**config.mk**
```make
export PLATFORM = sky130hd
export DESIGN_NAME = adc_scan_seq
export DESIGN_NICKNAME = d
export VERILOG_FILES = /design/src/rtl/adc_scan_pkg.sv /design/src/rtl/scan_order.sv /design/src/rtl/settle_timer.sv /design/src/rtl/sample_out.sv /design/src/rtl/adc_scan_seq.sv
export SDC_FILE = /design/constraint.sdc
export NUM_CORES = 1
export LEC_CHECK = 0
export ABC_AREA = 1
export BUFFER_PORTS_ARGS = -buffer_cell sky130_fd_sc_hd__buf_2
export CAP_MARGIN = 20
export CORE_MARGIN = 1.5
export CORE_UTILIZATION = 28
export CTS_BUF_LIST = sky130_fd_sc_hd__clkbuf_4 sky130_fd_sc_hd__clkbuf_8
export DETAILED_ROUTE_END_ITERATION = 10
export PLACE_DENSITY = 0.45
export SYNTH_ARGS = -nofsm -noshare
export SYNTH_HDL_FRONTEND = slang
export SYNTH_SLANG_ARGS = --single-unit
```
**constraint.sdc**
```tcl
create_clock -name clk -period 3.5 [get_ports clk]
set_clock_uncertainty 0.1 [all_clocks]
set_input_delay 0.35 -clock clk [delete_from_list [all_inputs] [get_ports clk]]
set_output_delay 0.35 -clock clk [all_outputs]
set_load 0.05 [all_outputs]
```
**src/rtl/adc_scan_pkg.sv**
```systemverilog
package adc_scan_pkg;
   typedef enum logic [1:0] {
      MODE_RR    = 2'd0,
      MODE_PRI   = 2'd1,
      MODE_BURST = 2'd2,
      MODE_RR_B  = 2'd3
   } scan_mode_e;

   typedef enum logic [1:0] {
      ST_IDLE   = 2'd0,
      ST_SETTLE = 2'd1,
      ST_CONV   = 2'd2,
      ST_WAIT   = 2'd3
   } scan_state_e;
endpackage

```
**src/rtl/scan_order.sv**
```systemverilog
module scan_order import adc_scan_pkg::*; #(
   parameter int NCH      = 4,
   parameter int SETTLE_W = 6,
   parameter int BURST_W  = 4
) (
   input  logic                clk,
   input  logic                rst_n,
   input  logic [1:0]          cfg_mode,
   input  logic [NCH-1:0]      cfg_en,
   input  logic [NCH-1:0]      cfg_hi,
   input  logic [SETTLE_W-1:0] cfg_settle,
   input  logic [BURST_W-1:0]  cfg_burst,
   input  logic                slot_go,
   input  logic                adv,
   output logic [$clog2(NCH)-1:0] tgt_ch,
   output logic                have_work,
   output logic                at_start,
   output logic [SETTLE_W-1:0] settle_eff
);
   localparam int CHW = $clog2(NCH);

   // lowest set bit of a mask
   function automatic logic [CHW-1:0] first_set(input logic [NCH-1:0] m);
      first_set = '0;
      for (int i = NCH - 1; i >= 0; i--)
         if (m[i]) first_set = CHW'(i);
   endfunction

   // lowest set bit strictly above cur, with a found flag in the top bit
   function automatic logic [CHW:0] next_above(input logic [NCH-1:0] m,
                                                input logic [CHW-1:0] cur);
      next_above = '0;
      for (int i = NCH - 1; i >= 0; i--)
         if (m[i] && (i > int'(cur))) next_above = {1'b1, CHW'(i)};
   endfunction

   // channels that form the main walk of a scan
   function automatic logic [NCH-1:0] main_mask(input logic [1:0] md,
                                                input logic [NCH-1:0] en,
                                                input logic [NCH-1:0] hi);
      logic [NCH-1:0] lo;
      lo = en & ~hi;
      if (md == MODE_PRI) main_mask = (|lo) ? lo : (en & hi);
      else                main_mask = en;
   endfunction

   logic [1:0]          s_mode;
   logic [NCH-1:0]      s_en, s_hi;
   logic [SETTLE_W-1:0] s_settle;
   logic [BURST_W-1:0]  s_burst;
   logic [CHW-1:0]      m_idx, h_idx;
   logic                take_hi;
   logic [BURST_W-1:0]  bcnt;

   logic [NCH-1:0]      live_main, snap_main, live_hm, snap_hm;
   logic                interleave;
   logic [BURST_W:0]    burst_len;
   logic [CHW:0]        nxt_main, nxt_hi;

   assign live_main  = main_mask(cfg_mode, cfg_en, cfg_hi);
   assign snap_main  = main_mask(s_mode, s_en, s_hi);
   assign live_hm    = cfg_en & cfg_hi;
   assign snap_hm    = s_en & s_hi;
   assign interleave = (s_mode == MODE_PRI) && (|(s_en & ~s_hi)) && (|snap_hm);
   assign burst_len  = (s_burst == '0) ? (BURST_W+1)'(1) : {1'b0, s_burst};
   assign nxt_main   = next_above(snap_main, m_idx);
   assign nxt_hi     = next_above(snap_hm, h_idx);

   assign tgt_ch     = at_start ? first_set(live_main) : (take_hi ? h_idx : m_idx);
   assign have_work  = at_start ? (|cfg_en) : 1'b1;
   assign settle_eff = at_start ? cfg_settle : s_settle;

   always_ff @(posedge clk) begin
      if (!rst_n) begin
         at_start <= 1'b1;
         s_mode   <= '0;
         s_en     <= '0;
         s_hi     <= '0;
         s_settle <= '0;
         s_burst  <= '0;
         m_idx    <= '0;
         h_idx    <= '0;
         take_hi  <= 1'b0;
         bcnt     <= '0;
      end else if (slot_go && at_start) begin
         at_start <= 1'b0;
         s_mode   <= cfg_mode;
         s_en     <= cfg_en;
         s_hi     <= cfg_hi;
         s_settle <= cfg_settle;
         s_burst  <= cfg_burst;
         m_idx    <= first_set(live_main);
         h_idx    <= first_set(live_hm);
         take_hi  <= 1'b0;
         bcnt     <= '0;
      end else if (adv) begin
         if (interleave && !take_hi) begin
            take_hi <= 1'b1;
         end else if (s_mode == MODE_BURST &&
                      ({1'b0, bcnt} + (BURST_W+1)'(1)) < burst_len) begin
            bcnt <= bcnt + 1'b1;
         end else begin
            bcnt    <= '0;
            take_hi <= 1'b0;
            if (interleave)
               h_idx <= nxt_hi[CHW] ? nxt_hi[CHW-1:0] : first_set(snap_hm);
            if (nxt_main[CHW]) m_idx <= nxt_main[CHW-1:0];
            else               at_start <= 1'b1;
         end
      end
   end
endmodule

```
**src/rtl/settle_timer.sv**
```systemverilog
module settle_timer #(
   parameter int W = 6
) (
   input  logic         clk,
   input  logic         rst_n,
   input  logic         load,
   input  logic [W-1:0] load_val,
   input  logic         run,
   output logic         expire
);
   logic [W-1:0] cnt;

   assign expire = (cnt == W'(1));

   always_ff @(posedge clk) begin
      if (!rst_n)                 cnt <= '0;
      else if (load)              cnt <= load_val;
      else if (run && cnt != '0)  cnt <= cnt - 1'b1;
   end
endmodule

```
**src/rtl/sample_out.sv**
```systemverilog
module sample_out #(
   parameter int CHW = 2,
   parameter int DW  = 12
) (
   input  logic           clk,
   input  logic           rst_n,
   input  logic           cap,
   input  logic [CHW-1:0] cap_ch,
   input  logic [DW-1:0]  cap_data,
   output logic           smp_valid,
   output logic [CHW-1:0] smp_chan,
   output logic [DW-1:0]  smp_data
);
   always_ff @(posedge clk) begin
      if (!rst_n) begin
         smp_valid <= 1'b0;
         smp_chan  <= '0;
         smp_data  <= '0;
      end else begin
         smp_valid <= cap;
         if (cap) begin
            smp_chan <= cap_ch;
            smp_data <= cap_data;
         end
      end
   end
endmodule

```
**src/rtl/adc_scan_seq.sv**
```systemverilog
module adc_scan_seq import adc_scan_pkg::*; #(
   parameter int NCH      = 4,
   parameter int DW       = 12,
   parameter int SETTLE_W = 6,
   parameter int BURST_W  = 4
) (
   input  logic                   clk,
   input  logic                   rst_n,
   input  logic                   tick,
   input  logic [1:0]             cfg_mode,
   input  logic [NCH-1:0]         cfg_en,
   input  logic [NCH-1:0]         cfg_hi,
   input  logic [SETTLE_W-1:0]    cfg_settle,
   input  logic [BURST_W-1:0]     cfg_burst,
   input  logic                   adc_done,
   input  logic [DW-1:0]          adc_data,
   output logic [$clog2(NCH)-1:0] mux_sel,
   output logic                   adc_convert,
   output logic                   smp_valid,
   output logic [$clog2(NCH)-1:0] smp_chan,
   output logic [DW-1:0]          smp_data
);
   localparam int CHW = $clog2(NCH);

   if (NCH < 2) begin : g_bad_nch
      $error("adc_scan_seq: NCH must be at least 2");
   end
   if (SETTLE_W < 1 || BURST_W < 1) begin : g_bad_w
      $error("adc_scan_seq: SETTLE_W and BURST_W must be positive");
   end
   if (DW < 1) begin : g_bad_dw
      $error("adc_scan_seq: DW must be positive");
   end

   scan_state_e         st_q;
   logic [CHW-1:0]      mux_q, tgt_ch;
   logic                have_work, at_start, st_idle, slot_go, adv, expire, need_wait;
   logic [SETTLE_W-1:0] settle_eff;

   assign st_idle     = (st_q == ST_IDLE);
   assign slot_go     = st_idle && tick && have_work;
   assign adv         = (st_q == ST_WAIT) && adc_done;
   assign need_wait   = (tgt_ch != mux_q) && (settle_eff != '0);
   assign mux_sel     = mux_q;
   assign adc_convert = (st_q == ST_CONV);

   scan_order #(.NCH(NCH), .SETTLE_W(SETTLE_W), .BURST_W(BURST_W)) u_order (
      .clk(clk), .rst_n(rst_n),
      .cfg_mode(cfg_mode), .cfg_en(cfg_en), .cfg_hi(cfg_hi),
      .cfg_settle(cfg_settle), .cfg_burst(cfg_burst),
      .slot_go(slot_go), .adv(adv),
      .tgt_ch(tgt_ch), .have_work(have_work), .at_start(at_start),
      .settle_eff(settle_eff)
   );

   settle_timer #(.W(SETTLE_W)) u_settle (
      .clk(clk), .rst_n(rst_n),
      .load(slot_go), .load_val(settle_eff),
      .run(st_q == ST_SETTLE), .expire(expire)
   );

   sample_out #(.CHW(CHW), .DW(DW)) u_out (
      .clk(clk), .rst_n(rst_n),
      .cap(adv), .cap_ch(mux_q), .cap_data(adc_data),
      .smp_valid(smp_valid), .smp_chan(smp_chan), .smp_data(smp_data)
   );

   always_ff @(posedge clk) begin
      if (!rst_n) begin
         st_q  <= ST_IDLE;
         mux_q <= '0;
      end else begin
         case (st_q)
            ST_IDLE: if (slot_go) begin
               mux_q <= tgt_ch;
               st_q  <= need_wait ? ST_SETTLE : ST_CONV;
            end
            ST_SETTLE: if (expire) st_q <= ST_CONV;
            ST_CONV:   st_q <= ST_WAIT;
            ST_WAIT:   if (adc_done) st_q <= ST_IDLE;
            default:   st_q <= ST_IDLE;
         endcase
      end
   end
endmodule

```
; ---- Word level (Yosys, flattened, before mapping)
; Cells that the tools add are included.
[word_totals]
ff_bits = 55
in_bits = 36
out_inout_bits = 18
word_cells = 139
[op_classes]
add_sub_neg = 3
magnitude_cmp = 7
eq_ne = 15
mux = 53
n_bitwise = 8
n_reduce_logical = 37
[op_table]
columns = operator, n
row1 = 2-bit 2-to-1 mux, 29
row2 = 4-bit 2-to-1 mux, 6
row3 = 3-bit 2-to-1 mux, 6
row4 = 6-bit 2-to-1 mux, 3
row5 = 4-bit AND, 4
row6 = 1-bit logical AND, 16
row7 = 4-bit OR reduction, 4
row8 = 4-bit AND reduction, 3
row9 = 6-bit nonzero test, 2
row10 = "2-bit > comparator, first input constant", 4
row11 = 1-bit 2-to-1 mux, 8
row12 = "2-bit by 1-bit inequality test with 1-bit output, second input constant", 4
row13 = 4-bit NOT, 2
row14 = 2-bit one-hot mux with 4 select lines, 1
row15 = 2-bit nonzero test, 4
row16 = "2-bit by 1-bit equality test with 1-bit output, second input constant", 3
row17 = "2-bit equality test, second input constant", 3
row18 = "6-bit by 1-bit equality test with 1-bit output, second input constant", 1
row19 = "2-bit inequality test, second input constant", 3
row20 = 2-bit AND reduction, 3
row21 = "6-bit by 1-bit subtractor with 6-bit output, second input constant", 1
row22 = "4-bit by 1-bit adder with 5-bit output, second input constant", 1
row23 = 5-bit < comparator, 1
row24 = "4-bit by 1-bit adder with 4-bit output, second input constant", 1
row25 = 8 further kinds, 10

; ---- Logic depth before layout (Yosys ltp)
[logic_depth]
ltp_word = 15
ltp_mapped = 17
mapped_depth_nobuf = 17

; ---- Modules after synthesis
; From an unflattened synthesis, not the netlist that was laid out.
[unflattened]
hier_cells = 511
hier_area_um2 = 3286.9
[modules_own_cells]
columns = mod, n_inst, cells_each, area_each_um2, seq_area_each_um2
row1 = scan_order, 1, 299, 1898.1, 600.6
row2 = sample_out, 1, 91, 601.8, 300.3
row3 = settle_timer, 1, 67, 455.4, 120.1
row4 = adc_scan_seq, 1, 54, 331.6, 80.1

; ---- Least setup slack after synthesis
; Ideal clock, no wire load.
[synth_timing]
path_type = reg2reg
start = reg u_order.bcnt[0]
end = reg u_order.m_idx[0]
setup_ns = 0.116
arrival_ns = 1.862
t_required_ns = 3.284
path_slack_ns = 1.422
stages_incl_launch_ff = 12
n_path_buf = 0
synth_period_minus_slack_ns = 2.078
cell_sequence = dfxtp_1 -> ha_1 -> xor2_1 -> ha_1 -> a21oi_1 -> o211ai_1 -> inv_1 -> nand4_1 -> and3_1 -> nand2_1 -> nand2_1 -> o211a_1
[synth_via]
elab_chain_cells = 5
[synth_lines]
columns = element, line_no
row1 = "start, declared", scan_order.sv:53  ; logic [BURST_W-1:0] bcnt;
row2 = "start signal, assigned", scan_order.sv:101  ; bcnt <= bcnt + 1'b1;
row3 = 4-bit by 1-bit adder with 5-bit output, scan_order.sv:100  ; ({1'b0, bcnt} + (BURST_W+1)'(1)) < burst_len) begin
row4 = 5-bit < comparator, scan_order.sv:100
row5 = 1-bit logical AND, scan_order.sv:99  ; end else if (s_mode == MODE_BURST &&
row6 = 2-bit by 1-bit inequality test with 1-bit output (no line), n/a
row7 = 4-bit AND reduction (no line), n/a
row8 = "end signal, assigned", scan_order.sv:92  ; m_idx <= first_set(live_main);
row9 = "end signal, assigned", scan_order.sv:107  ; if (nxt_main[CHW]) m_idx <= nxt_main[CHW-1:0];
row10 = "end, declared", scan_order.sv:51  ; logic [CHW-1:0] m_idx, h_idx;
; Every way passes these cells.
; A chain may end at the register's enable or synchronous reset.

; ---- Worst setup path after layout
[layout_timing]
start = reg u_order.at_start
end = reg u_order.m_idx[0]
[layout_via]
elab_chain_cells = 5
word_cells_on_any_way = 9
classes_between = eq/ne: 2 / mux: 2 / reduce/logical: 5
[layout_lines]
columns = element, line_no
row1 = "start, declared", scan_order.sv:17  ; output logic at_start,
row2 = "start signal, assigned", scan_order.sv:75  ; at_start <= 1'b1;
row3 = "start signal, assigned", scan_order.sv:86  ; at_start <= 1'b0;
row4 = "start signal, assigned", scan_order.sv:108  ; else at_start <= 1'b1;
row5 = 1-bit 2-to-1 mux, scan_order.sv:70  ; assign have_work = at_start ? (|cfg_en) : 1'b1;
row6 = 1-bit logical AND, adc_scan_seq.sv:41  ; assign slot_go = st_idle && tick && have_work;
row7 = 1-bit logical AND (*), scan_order.sv:85  ; end else if (slot_go && at_start) begin
row8 = 2-bit by 1-bit inequality test with 1-bit output (no line) / 2-bit nonzero test (equally long branches), n/a
row9 = 4-bit AND reduction (no line), n/a
; Mark *: on every way between the ends. The rest lies on a longest branch, timed or not.

==> results.cfg <==
[floorplanning]
die_w_um = 105
initial_core_util_pct = 29.3
dieArea_mm2 = 0.0110
die_h_um = 105
core_mm2 = 0.00991
num_io_pins = 54
rows = 36

[drt]
dr.first_iter.drc_count = 129
vias_per_cell = 4.65
drtAntennaViolNets = 0
wl_per_cell_um = 12.9
vias = 2801
dr.pass1.iters = 4
route.detailed.drc = 0
drt_wl_total_mm = 7.79

[clocking]
ctsHoldBuffers = 0
clk_latency_ps = 310
ctsResizeCount = 0
clk_root_buffer_cell = clkbuf_8
clockBufferDepth = 2
htreeDepth = 2
post-cts-setup-buffer-count = 0
cts_tree = done
cts_sinks = 55
cts_buffers = 5
clk_pin_slew_ps = 100

[synthesis]
syn_avg_cell_area_um2 = 6.91
yosysWarningCount = 0
synth_top_family_by_area = simple AND/OR/NAND/NOR gates
synthXorXnorAreaFrac_pct = 1.51
ys_seq_area_share_pct = 37.9
synth-compound-area-share_pct = 21.6
synthMuxAreaShare_pct = 0
synth-seq-cells = 55
synth.top_cell.area_share_pct = 37.9
yosys.area_share.simple_pct = 25.0
synth_area_mm2 = 0.00290
yosysUniqueCellTypes = 39
synth_area_leaders = dfxtp_1 (38%), nand2_1 (11%), o21ai_0 (7.1%), inv_1 (6.9%), nor2_1 (5.9%)
syn_inst = 420
syn_nets = 467
synth_top_area_cell = dfxtp_1
synthAdderAreaFrac_pct = 4.74

[layout]
final_cell_mix = nand2_1 (84), dfxtp_1 (55), inv_1 (53), buf_2 (53), nor2_1 (46)
final_nets = 516
syn_to_final_growth_pct = 16.5
drive_above_1_share_pct = 17.2
final_common_cell = nand2_1
final_area_mm2 = 0.00338
antenna_cells = 0

[min_path]
min-delay-start = cfg_burst[0]
min_path_type = in -> reg

[job]
drv_cap = 0

[timing]
finalSetupViolations = 0
finalHoldViolCount = 0
slew_headroom_pct = 61.3
worstMarginPinSlew_ps = 579
slew_violations = 0
fmax_ghz = 0.402
rsz0062_at_grt = no
setup_tns_ps = 0
period_share_pct = 71.1
period_needed_ps = 2490

[power_and_ir_drop]
peakVddDrop_v = 0.000265
p_leak_uw = 0.00151
cellPowerDensity_mw_per_mm2 = 600

[placed_design]
io_buffers = 53
hpwl_mm = 5.85
placed_area_mm2 = 0.00329
gp_congestion = 0.790

[critical_path]
crit_required_ps = 3610
endpoint_kind = register
worstSetupPathType = reg -> reg
worst-endpoint-arrival_ps = 2600
r2r_slack_ps = 1010
crit_start = u_order.at_start
crit-reg2reg-launch = u_order.at_start
crit_path_max_fanout = 33
worstSetupStartpointType = register

[run_status]
outcome = finished clean

[global_route]
track_usage_pct = 15.0
grt_pass1_vias = 2842
grt_pass1_wl_mm = 13.6
grt_max_degree = 40
antenna_found_initial = 0
grt-ovfl-total = 0
-- where the power goes --
group | internal [uW] | switching, uW
Sequential | 742 | 89.6
Clock | 148 | 211
Combinational | 275 | 564
Total | 1160 | 865
-- worst paths after layout --
path                               to  depth (start not counted)
hold / removal     u_order.s_burst[0]                          3
hold reg to reg   u_order.s_settle[3]                          2
setup reg to reg     u_order.m_idx[0]                          8
setup / recovery     u_order.m_idx[0]                          8
-- layout make-up --
type	instances	area, um2
well taps	133	166
fillers	1128	6530
clock inverters	2	12.5
inverters	56	210
flip-flops and latches	55	1100
clock buffers	6	76.3
multi-input cells	296	1540
repair buffers	55	280
-- synth_stat cells, drive strengths merged --
master / n
nand2: 90
inv: 56
dfxtp: 55
o21ai: 54
nor2: 48
a21oi: 32
nand3: 24
ha: 11
clkbuf: 7
buf: 6
a31oi: 5
o211ai: 5
nand4: 4
xor2: 4
o21a: 3
a22oi: 2
nor3: 2
o22ai: 2
a2111oi: 1
a211oi: 1
a32oi: 1
and3: 1
o211a: 1
o21bai: 1
o221ai: 1
o2bb2ai: 1
or2: 1
xnor2: 1
-- worst max-delay path: stages, from the launching register on --
cell	delay, ps
dfxtp_1	580
inv_1	240
o21ai_4	300
inv_2	130
nand2_2	460
inv_2	250
nand3_1	140
nand3_1	80
o211a_1	110
-- cells by family after synthesis --
kind of cell	after synthesis
buf+inv	69
compound gates	110
simple gates	170
xor+xnor	5
flops	55
fa+ha+maj	11
-- through the flow --
stage	util [%]	std cells	total power, uW	hold slack [ps]	worst slack, ps
final	34.1	603	2030	189	1010
after global routing	34.1	603	2230	180	674
after CTS	34.1	603	2060	181	967
after detailed placement	33.2	595	1690	359	995
after global placement	33.2	595	1690	362	1070
after floorplan	-	420	1490	335	1420
-- flip-flops by register name, summed over array words and instances, names as in the netlist --
name / count
u_order.s_burst: 4
u_order.s_en: 4
u_order.s_hi: 4
u_order.s_settle: 6
mux_sel: 2
u_out.smp_data: 12
u_order.at_start: 1
u_out.smp_chan: 2
u_order.take_hi: 1
u_order.s_mode: 2
u_out.smp_valid: 1
u_settle.cnt: 6
u_order.h_idx: 2
u_order.m_idx: 2
st_q: 2
u_order.bcnt: 4
-- metal layers --
metal / part of all wire (%) / track usage [%]
met1: 50 / 20.1
met5: 0 / 0
met4: 1.8 / 4.70
met2: 45 / 24.5
met3: 3.1 / 2.43
Power figures use the tool's default switching activity.
